--- src/rtl/blkx_pkg.sv ---
package blkx_pkg;
  localparam int WORD_W = 32;
  localparam int EA_W   = 32;
  localparam int BIDX_W = 15;
  localparam int LEN_W  = 11;
  localparam int OFS_W  = EA_W - BIDX_W;
  localparam int ATTR_W = 4;

  // tag word, decoded
  typedef struct packed {
    logic [BIDX_W-1:0] eidx;
    logic [LEN_W-1:0]  len;
    logic              sv;
    logic              uv;
  } ent_hi_t;

  // data word, decoded
  typedef struct packed {
    logic [BIDX_W-1:0] ridx;
    logic              w;
    logic              i;
    logic              m;
    logic              g;
    logic [1:0]        pp;
  } ent_lo_t;

  function automatic ent_hi_t unpack_hi(input logic [WORD_W-1:0] d);
    ent_hi_t h;
    h.eidx = d[WORD_W-1 -: BIDX_W];
    h.len  = d[LEN_W+1:2];
    h.sv   = d[1];
    h.uv   = d[0];
    return h;
  endfunction

  function automatic ent_lo_t unpack_lo(input logic [WORD_W-1:0] d);
    ent_lo_t l;
    l.ridx = d[WORD_W-1 -: BIDX_W];
    l.w    = d[6];
    l.i    = d[5];
    l.m    = d[4];
    l.g    = d[3];
    l.pp   = d[1:0];
    return l;
  endfunction
endpackage

--- src/rtl/blkx_regfile.sv ---
module blkx_regfile
  import blkx_pkg::*;
#(
  parameter  int N  = 4,
  localparam int SW = $clog2(N)
) (
  input  logic              clk,
  input  logic              rst,
  input  logic              wr_en,
  input  logic [SW-1:0]     wr_sel,
  input  logic              wr_upper,
  input  logic [WORD_W-1:0] wr_data,
  output ent_hi_t           hi_q [N],
  output ent_lo_t           lo_q [N]
);
  // bits of the words that carry no field
  logic unused_bits;
  assign unused_bits = ^{wr_data[OFS_W-1:LEN_W+2], wr_data[2]};

  always_ff @(posedge clk) begin
    if (rst) begin
      for (int k = 0; k < N; k++) begin
        hi_q[k] <= '0;
        lo_q[k] <= '0;
      end
    end else if (wr_en) begin
      if (wr_upper) hi_q[wr_sel] <= unpack_hi(wr_data);
      else          lo_q[wr_sel] <= unpack_lo(wr_data);
    end
  end
endmodule

--- src/rtl/blkx_entry_cmp.sv ---
module blkx_entry_cmp
  import blkx_pkg::*;
(
  input  ent_hi_t           hi,
  input  logic [BIDX_W-1:0] ridx,
  input  logic [EA_W-1:0]   ea,
  input  logic              user,
  output logic              hit,
  output logic [BIDX_W-1:0] pa_idx
);
  logic [BIDX_W-1:0] ea_idx;
  logic [BIDX_W-1:0] span;
  logic              tag_eq;
  logic              mode_ok;
  logic [OFS_W-1:0]  unused_ofs;

  assign ea_idx     = ea[EA_W-1 -: BIDX_W];
  assign unused_ofs = ea[OFS_W-1:0];
  assign span       = {{(BIDX_W-LEN_W){1'b0}}, hi.len};
  assign tag_eq     = (ea_idx & ~span) == (hi.eidx & ~span);
  assign mode_ok    = user ? hi.uv : hi.sv;
  assign hit        = tag_eq && mode_ok;
  assign pa_idx     = ridx | (ea_idx & span);
endmodule

--- src/rtl/blkx_prio_sel.sv ---
module blkx_prio_sel #(
  parameter  int N  = 4,
  localparam int SW = $clog2(N)
) (
  input  logic [N-1:0]  hit_vec,
  output logic          any,
  output logic [SW-1:0] idx
);
  always_comb begin
    any = |hit_vec;
    idx = '0;
    for (int k = N - 1; k >= 0; k--) begin
      if (hit_vec[k]) idx = SW'(k);
    end
  end
endmodule

--- src/rtl/blk_xlate_match.sv ---
module blk_xlate_match
  import blkx_pkg::*;
#(
  parameter  int NUM_ENT = 4,
  localparam int SEL_W   = $clog2(NUM_ENT)
) (
  input  logic              clk,
  input  logic              rst,
  input  logic              wr_en,
  input  logic [SEL_W-1:0]  wr_sel,
  input  logic              wr_upper,
  input  logic [WORD_W-1:0] wr_data,
  input  logic              req_valid,
  input  logic [EA_W-1:0]   req_ea,
  input  logic              req_user,
  input  logic              req_write,
  input  logic              req_fetch,
  output logic              rsp_valid,
  output logic              rsp_hit,
  output logic              rsp_fault,
  output logic [SEL_W-1:0]  rsp_entry,
  output logic [EA_W-1:0]   rsp_pa,
  output logic [ATTR_W-1:0] rsp_attr
);
  ent_hi_t           hi_q   [NUM_ENT];
  ent_lo_t           lo_q   [NUM_ENT];
  logic [NUM_ENT-1:0] hit_vec;
  logic [BIDX_W-1:0] pa_idx [NUM_ENT];
  logic              any_hit;
  logic [SEL_W-1:0]  win;
  ent_lo_t           win_lo;
  logic              prot_bad;
  logic              guard_bad;

  blkx_regfile #(.N(NUM_ENT)) u_regs (
    .clk      (clk),
    .rst      (rst),
    .wr_en    (wr_en),
    .wr_sel   (wr_sel),
    .wr_upper (wr_upper),
    .wr_data  (wr_data),
    .hi_q     (hi_q),
    .lo_q     (lo_q)
  );

  for (genvar e = 0; e < NUM_ENT; e++) begin : g_ent
    blkx_entry_cmp u_cmp (
      .hi     (hi_q[e]),
      .ridx   (lo_q[e].ridx),
      .ea     (req_ea),
      .user   (req_user),
      .hit    (hit_vec[e]),
      .pa_idx (pa_idx[e])
    );
  end

  blkx_prio_sel #(.N(NUM_ENT)) u_prio (
    .hit_vec (hit_vec),
    .any     (any_hit),
    .idx     (win)
  );

  assign win_lo    = lo_q[win];
  // code 0: nothing allowed; odd codes: read only; code 2: read/write
  assign prot_bad  = (win_lo.pp == 2'd0) || (win_lo.pp[0] && req_write);
  assign guard_bad = req_fetch && win_lo.g;

  always_ff @(posedge clk) begin
    if (rst) begin
      rsp_valid <= 1'b0;
      rsp_hit   <= 1'b0;
      rsp_fault <= 1'b0;
      rsp_entry <= '0;
      rsp_pa    <= '0;
      rsp_attr  <= '0;
    end else begin
      rsp_valid <= req_valid;
      if (req_valid && any_hit) begin
        rsp_hit   <= 1'b1;
        rsp_fault <= prot_bad || guard_bad;
        rsp_entry <= win;
        rsp_pa    <= {pa_idx[win], req_ea[OFS_W-1:0]};
        rsp_attr  <= {win_lo.w, win_lo.i, win_lo.m, win_lo.g};
      end else begin
        rsp_hit   <= 1'b0;
        rsp_fault <= 1'b0;
        rsp_entry <= '0;
        rsp_pa    <= '0;
        rsp_attr  <= '0;
      end
    end
  end
endmodule

--- config.mk ---
export PLATFORM = sky130hd
export DESIGN_NAME = blk_xlate_match
export DESIGN_NICKNAME = d
export VERILOG_FILES = /design/src/rtl/blkx_pkg.sv /design/src/rtl/blkx_regfile.sv /design/src/rtl/blkx_entry_cmp.sv /design/src/rtl/blkx_prio_sel.sv /design/src/rtl/blk_xlate_match.sv
export SDC_FILE = /design/constraint.sdc
export NUM_CORES = 1
export LEC_CHECK = 0
export BUFFER_PORTS_ARGS = -buffer_cell sky130_fd_sc_hd__buf_2
export CORE_ASPECT_RATIO = 2
export CORE_MARGIN = 2
export CORE_UTILIZATION = 40
export CTS_CLUSTER_DIAMETER = 60
export DETAILED_ROUTE_END_ITERATION = 16
export PLACE_DENSITY_LB_ADDON = 0.05
export SYNTH_ARGS = -nofsm -noshare
export SYNTH_HDL_FRONTEND = slang
export SYNTH_SLANG_ARGS = --single-unit
--- constraint.sdc ---
create_clock -name clk -period 4.65 [get_ports clk]
set_clock_uncertainty 0.1 [all_clocks]
set_input_delay 0.465 -clock clk [delete_from_list [all_inputs] [get_ports clk]]
set_output_delay 0.465 -clock clk [all_outputs]
set_load 0.05 [all_outputs]
After elaboration in Yosys (flattened, before gate mapping). Cells that the tools add are included. Widths: inputs -> output; s select.

Bitwise gates (word level): 24. $lt $le $gt $ge: 3. Mux-type cells: 21. Reduce and logical (&&, ||, !) cells: 15. Eq/ne operators: 4.

Operator list (number): $and 15x15->15 (8); $bwmux 112 (1); $bwmux 84 (1); $and 15x11->15 (4); $eq 15x15->1 (4); $not 11->15 (4); $or 15x15->15 (4); $demux 28 s2 (1); $bmux 21 s2 (1); $demux 21 s2 (1); $bmux 15 s2 (1); $mux 15 (2); $mux 28 (1); $mux 21 (1); $mux 6 (2); $logic_and 1x1->1 (8); $mux 2 (4); $ge 3x3->1 const B (2); $not 2->3 (2); $mux 1 (5); $reduce_and 2->1 (2); $reduce_or 4->1 (1); $lt 3x1->1 const B (1); $logic_not 2->1 (1); other kinds (3) (5).

Input bits: 74. Word-level logic and storage cells: 113. Output and inout bits: 41. Register bits: 237.

Depth between registers and ports, before layout.
Word-level depth: 15. Mapped depth: 13. Mapped depth without buffers: 9.

By module. Synthesis repeated with hierarchy kept, for this count alone.

Cells, all modules: 983. Area total of the unflattened synthesis: 10664.0 um^2.

Modules (own cells, without submodules): blkx_regfile (area each 7707.4 um^2, cells an instance 698, seq. area each 3923.8 um^2, instances 1); blk_xlate_match (area each 1630.3 um^2, cells an instance 118, seq. area each 820.8 um^2, instances 1); blkx_entry_cmp (area each 322.8 um^2, cells an instance 40, seq. area each 0.0 um^2, instances 4); blkx_prio_sel (area each 35.0 um^2, cells an instance 7, seq. area each 0.0 um^2, instances 1).

Worst setup path after synthesis. Ideal clock, no wire load.

Kind: input -> register. From: input req_ea[24]. To: register rsp_pa[27]. Arrival time: 2659 ps. Setup time: 142 ps. Cell stages on the path: 11. Path buffers: 3. Required time: 4408 ps. Setup slack: 1749 ps. Cells stage by stage: buf_2 -> xnor2_2 -> o22ai_1 -> or4_4 -> nor4_4 -> a211o_1 -> buf_6 -> buf_6 -> mux2_1 -> a211oi_1 -> a311oi_1.

Longest elaborated chain between the ends: 11. Elaborated cells between the ends (all ways): 24. Classes of those cells: eq/ne (4); mux (7); bitwise (6); reduce/logical (7).

RTL lines: start: declaration (line blk_xlate_match.sv:14) `input logic [EA_W-1:0] req_ea,`; $and 15x15->15 (line blkx_entry_cmp.sv:20) `assign tag_eq = (ea_idx & ~span) == (hi.eidx & ~span);`; $eq 15x15->1 (line blkx_entry_cmp.sv:20); $logic_and 1x1->1 (line blkx_entry_cmp.sv:22) `assign hit = tag_eq && mode_ok;`; $mux 2 (4 in a row) (line blkx_prio_sel.sv:13) `if (hit_vec[k]) idx = SW'(k);`; $not 2->3 (not written as such) (line blk_xlate_match.sv:82) `rsp_pa <= {pa_idx[win], req_ea[OFS_W-1:0]};`; $bmux 15 s2 (line blk_xlate_match.sv:82); $mux 15 (not written as such) (2 in a row) (line blk_xlate_match.sv:82); end signal: assignment (line blk_xlate_match.sv:82); end: declaration (line blk_xlate_match.sv:22) `output logic [EA_W-1:0] rsp_pa,`.

Parallel ways exist; a longest one is shown, timed or not. The select of a mux whose other input is x is not followed. A chain may end at the register's enable or synchronous reset.

Worst setup path in the final report.
From: register u_regs.hi_q[43] (netlist name). To: register rsp_fault.

Longest elaborated chain between the ends: 13. Elaborated cells between the ends (all ways): 19. Classes of those cells: eq/ne (1); mux (6); bitwise (3); reduce/logical (9).

RTL lines: $and 15x15->15 (*) (line blkx_entry_cmp.sv:20); $eq 15x15->1 (*) (line blkx_entry_cmp.sv:20); $logic_and 1x1->1 (*) (line blkx_entry_cmp.sv:22); $mux 2 (3 in a row) (line blkx_prio_sel.sv:13); $not 2->3 (not written as such) (line blk_xlate_match.sv:63) `assign win_lo = lo_q[win];`; $bmux 21 s2 (line blk_xlate_match.sv:63); $mux 6 (not written as such) (2 in a row) (line blk_xlate_match.sv:63); $logic_not 2->1 or $logic_and 1x1->1 (tied branches) (line blk_xlate_match.sv:65) `assign prot_bad = (win_lo.pp == 2'd0) || (win_lo.pp[0] && req_write);`; $logic_or 1x1->1 (line blk_xlate_match.sv:65); $logic_or 1x1->1 (line blk_xlate_match.sv:80) `rsp_fault <= prot_bad || guard_bad;`; end signal: assignment (line blk_xlate_match.sv:80); end: declaration (line blk_xlate_match.sv:20) `output logic rsp_fault,`.

Every way passes the cells marked *; elsewhere a longest branch is shown, timed or not. The select of a mux whose other input is x is not followed.

==> impl_metrics.xml <==
<?xml version="1.0" encoding="UTF-8"?>
<metrics>
  <group name="routing">
    <metric name="postRouteAntennaNets" unit="">0</metric>
    <metric name="met1_length" unit="mm">12.8</metric>
    <metric name="vias_per_cell" unit="">5.11</metric>
    <metric name="detailedRoute.firstIterationViolations" unit="">587</metric>
    <metric name="drt-total-wl" unit="mm">32.5</metric>
    <metric name="firstDrtPassIters" unit="">5</metric>
    <metric name="number_of_vias_after_detailed_routing" unit="">8282</metric>
    <metric name="top_layer_used" unit="">met4</metric>
    <metric name="route.met3.wl" unit="mm">1.12</metric>
    <metric name="post_drt_wl_per_cell" unit="µm">20.1</metric>
    <metric name="met2RoutedLength" unit="mm">17.5</metric>
    <metric name="drc" unit="">0</metric>
  </group>
  <group name="setup_path">
    <metric name="arrival" unit="ps">3990</metric>
    <metric name="worst_ep_required_time" unit="ps">4960</metric>
    <metric name="slowest_stage" unit="">sky130_fd_sc_hd__a211o_2</metric>
    <metric name="worstPathCellList" unit="">xnor2_1, o22ai_1, nor4_1, nand3_1, a211o_2, buf_12, buf_4, a2111oi_0, a2111o_1, nand3_1</metric>
    <metric name="startpoint_type" unit="">flop</metric>
    <metric name="critPathMaxStageDelay" unit="ps">640</metric>
    <metric name="ff2ff_setup_slack" unit="ps">970</metric>
    <metric name="path_max_fanout" unit="">19</metric>
    <metric name="timing.critical_path.to_type" unit="">flop</metric>
    <metric name="setup.worst_path.class" unit="">reg2reg</metric>
    <metric name="critPathMostFrequentCell" unit="">sky130_fd_sc_hd__nand3_1</metric>
  </group>
  <group name="timing">
    <metric name="final_critical_path_setup_slack" unit="ps">972</metric>
    <metric name="max_slew_margin" unit="%">26.6</metric>
    <metric name="timing.final.max_slew_violations" unit="">0</metric>
    <metric name="grt_setup_unrepaired" unit="">no</metric>
    <metric name="timing_hold_violations_final" unit="">0</metric>
    <metric name="worstMarginPinSlew" unit="ps">1100</metric>
    <metric name="max_freq" unit="MHz">272</metric>
    <metric name="final-setup-viol-count" unit="">0</metric>
    <metric name="final.min_clock_period" unit="ps">3680</metric>
    <metric name="final.setup.tns" unit="ps">0</metric>
    <metric name="layout_worst_path_cycle_share" unit="%">79.1</metric>
  </group>
  <group name="clock_network">
    <metric name="tritoncts.num_buffers" unit="">22</metric>
    <metric name="htree_num_levels" unit="">1</metric>
    <metric name="cts.clk_slew.worst_paths" unit="ps">70</metric>
    <metric name="ctsRootBufferMaster" unit="">sky130_fd_sc_hd__clkbuf_16</metric>
    <metric name="cts-resized-gates" unit="">0</metric>
    <metric name="cts_setup_buffers" unit="">0</metric>
    <metric name="cts_tree" unit="">built</metric>
    <metric name="worstSkewPairLatency" unit="ps">530</metric>
    <metric name="holdBufCountCts" unit="">0</metric>
    <metric name="tritoncts_num_sinks" unit="">237</metric>
    <metric name="ctsLongestPathBuffers" unit="">3</metric>
  </group>
  <group name="synthesis">
    <metric name="synth_top_flop_cell" unit="">sky130_fd_sc_hd__dfxtp_1</metric>
    <metric name="postSynthCellCount" unit="">1220</metric>
    <metric name="synth.yosys.warnings" unit="">0</metric>
    <metric name="post_synth_instance_area" unit="µm²">9940</metric>
    <metric name="asyncSetResetFlopFracSynth" unit="%">0</metric>
    <metric name="synth_area_leaders" unit="">sky130_fd_sc_hd__dfxtp_1 48%, sky130_fd_sc_hd__nand2_1 15%, sky130_fd_sc_hd__a21oi_1 9.9%</metric>
    <metric name="synth_top_cell_by_area" unit="">sky130_fd_sc_hd__dfxtp_1</metric>
    <metric name="synth.ff_latch_count" unit="">237</metric>
    <metric name="yosysTopAreaCellShare" unit="%">47.7</metric>
    <metric name="synth_commonest_cells" unit="">410 x sky130_fd_sc_hd__nand2_1, 237 x sky130_fd_sc_hd__dfxtp_1, 197 x sky130_fd_sc_hd__a21oi_1, 70 x sky130_fd_sc_hd__clkbuf_1, 51 x sky130_fd_sc_hd__xnor2_1</metric>
    <metric name="synth_most_common_cell" unit="">sky130_fd_sc_hd__nand2_1</metric>
    <metric name="count_of_flip_flops_with_a_built_in_enable_after_synthesis" unit="">0</metric>
    <metric name="synth_fp_nets" unit="">1294</metric>
    <metric name="synth.yosys.seq_area_share" unit="%">47.7</metric>
    <metric name="synth.distinct_cells" unit="">42</metric>
    <metric name="synthesis.area_per_instance" unit="µm²">8.15</metric>
  </group>
  <group name="status">
    <metric name="result_of_the_run" unit="">finished, final reports clean</metric>
  </group>
  <group name="floorplan">
    <metric name="num_rows" unit="">81</metric>
    <metric name="die_h" unit="µm">227</metric>
    <metric name="core_area" unit="µm²">24400</metric>
    <metric name="start_util" unit="%">40.7</metric>
    <metric name="pin_count" unit="">115</metric>
    <metric name="die-area" unit="µm²">26200</metric>
    <metric name="die_w" unit="µm">115</metric>
  </group>
  <group name="placement">
    <metric name="place.detailed.instances" unit="">1579</metric>
    <metric name="detailedPlacementHpwl" unit="mm">21.2</metric>
    <metric name="placement.setup.worst_slack" unit="ps">591</metric>
    <metric name="port-buffer-count" unit="">110</metric>
    <metric name="gpl_congestion" unit="">0.794</metric>
  </group>
  <group name="global_route">
    <metric name="grt_pass1_wl" unit="mm">48.8</metric>
    <metric name="grt_remaining_overflow" unit="">0</metric>
    <metric name="grt_antenna_before_repair" unit="">0</metric>
    <metric name="vias_in_the_first_global_route" unit="">7864</metric>
    <metric name="maximum_number_of_pins_on_one_net_before_global_route_repair" unit="">104</metric>
    <metric name="grt_util_all_layers" unit="%">25.0</metric>
  </group>
  <group name="power">
    <metric name="peakVddDrop" unit="mV">0.297</metric>
    <metric name="p_per_area" unit="nW/µm²">377</metric>
    <metric name="p_leak" unit="µW">0.00426</metric>
  </group>
  <group name="worst_hold_path">
    <metric name="hp-class" unit="">in2reg</metric>
  </group>
  <group name="layout">
    <metric name="nets" unit="">1345</metric>
    <metric name="area_growth" unit="%">15.1</metric>
    <metric name="post_route_insts_no_fill" unit="">1620</metric>
    <metric name="layout_cell_share_with_drive_strength_beyond_1" unit="%">16.1</metric>
  </group>
  <group name="run">
    <metric name="max_cap_violations" unit="">0</metric>
  </group>
</metrics>
-- worst max-delay path, delay by kind of cell (launching register included) --
family / cells / cell delay, ps
XOR/XNOR: 1 / 210
AND/OR/NAND/NOR: 3 / 920
AO/OA/AOI/OAI: 4 / 1560
buffers and inverters: 2 / 430
flip-flops: 1 / 320
-- layout make-up --
class / count / area [µm²]
fillers: 2457 / 13000
flip-flops and latches: 237 / 4740
multi-input cells: 866 / 4700
repair buffers: 136 / 764
clock buffers: 31 / 676
well taps: 332 / 415
clock inverters: 9 / 100
inverters: 8 / 30.0
diodes: 1 / 2.50
-- metal layers --
layer  up-vias  global-route usage (%)
li1       4134                       -
met1      3925                    29.6
met2       175                    46.0
met3        48                    2.21
met4         0                    9.17
met5         -                       0
-- registers in the layout, indices dropped and copies added (netlist names) --
| name | flops |
|---|---|
| rsp_fault | 1 |
| rsp_hit | 1 |
| rsp_valid | 1 |
| u_regs.lo_q | 84 |
| rsp_entry | 2 |
| u_regs.hi_q | 112 |
| rsp_attr | 4 |
| rsp_pa | 32 |
-- power by group --
group	internal [µW]	total (µW)	switching [µW]
Clock	1130	1950	820
Combinational	90.8	282	191
Sequential	2070	2090	22.1
Total	3280	4310	1030
-- through the flow --
step | area (µm²) | hold WS [ps] | power [µW] | utilization [%]
6_report | 11400 | 32.9 | 4310 | 46.8
5_1_grt | 11400 | 22.4 | 4470 | 46.8
4_1_cts | 11400 | 16.9 | 4360 | 46.8
3_5_place_dp | 10700 | 344 | 2420 | 43.6
3_3_place_gp | 10700 | 338 | 2420 | 43.6
2_1_floorplan | 9940 | 332 | 2310 | -
-- cells in the final DEF (no fill, tap or decap), drive strengths merged, types with 2 or more instances in the layout --
cell type and count:
nor2b 4, a21oi 197, a2111oi 8, o22a 2, dfxtp 237, nand2 410
bufinv 2, a221oi 2, a211oi 19, nor4 7, and3 2, o22ai 18
mux2i 23, nor2 19, clkinvlp 2, xor2 7, nand3 11, nand2b 3
clkbuf 31, nor3 3, mux2 40, xnor2 53, clkinv 5, or4 2
inv 8, a311oi 11, and2 17, buf 136
-- worst paths after layout --
check                  start               to  depth (start not counted)
max          u_regs.hi_q[43]        rsp_fault                         10
min                req_ea[2]        rsp_pa[2]                          2
max reg2reg  u_regs.hi_q[43]        rsp_fault                         10
min reg2reg  u_regs.lo_q[11]  u_regs.lo_q[11]                          2
-- cell families after synthesis --
logic type,after synthesis,synth area share (%)
AOI/OAI and AO/OA,263,15.0
xor gates and xnor gates,60,5.44
buffers and inverters,117,5.51
DFF,237,47.7
muxes,63,6.85
and+or+nand+nor,480,19.5
(Power assumes the default switching activity.)
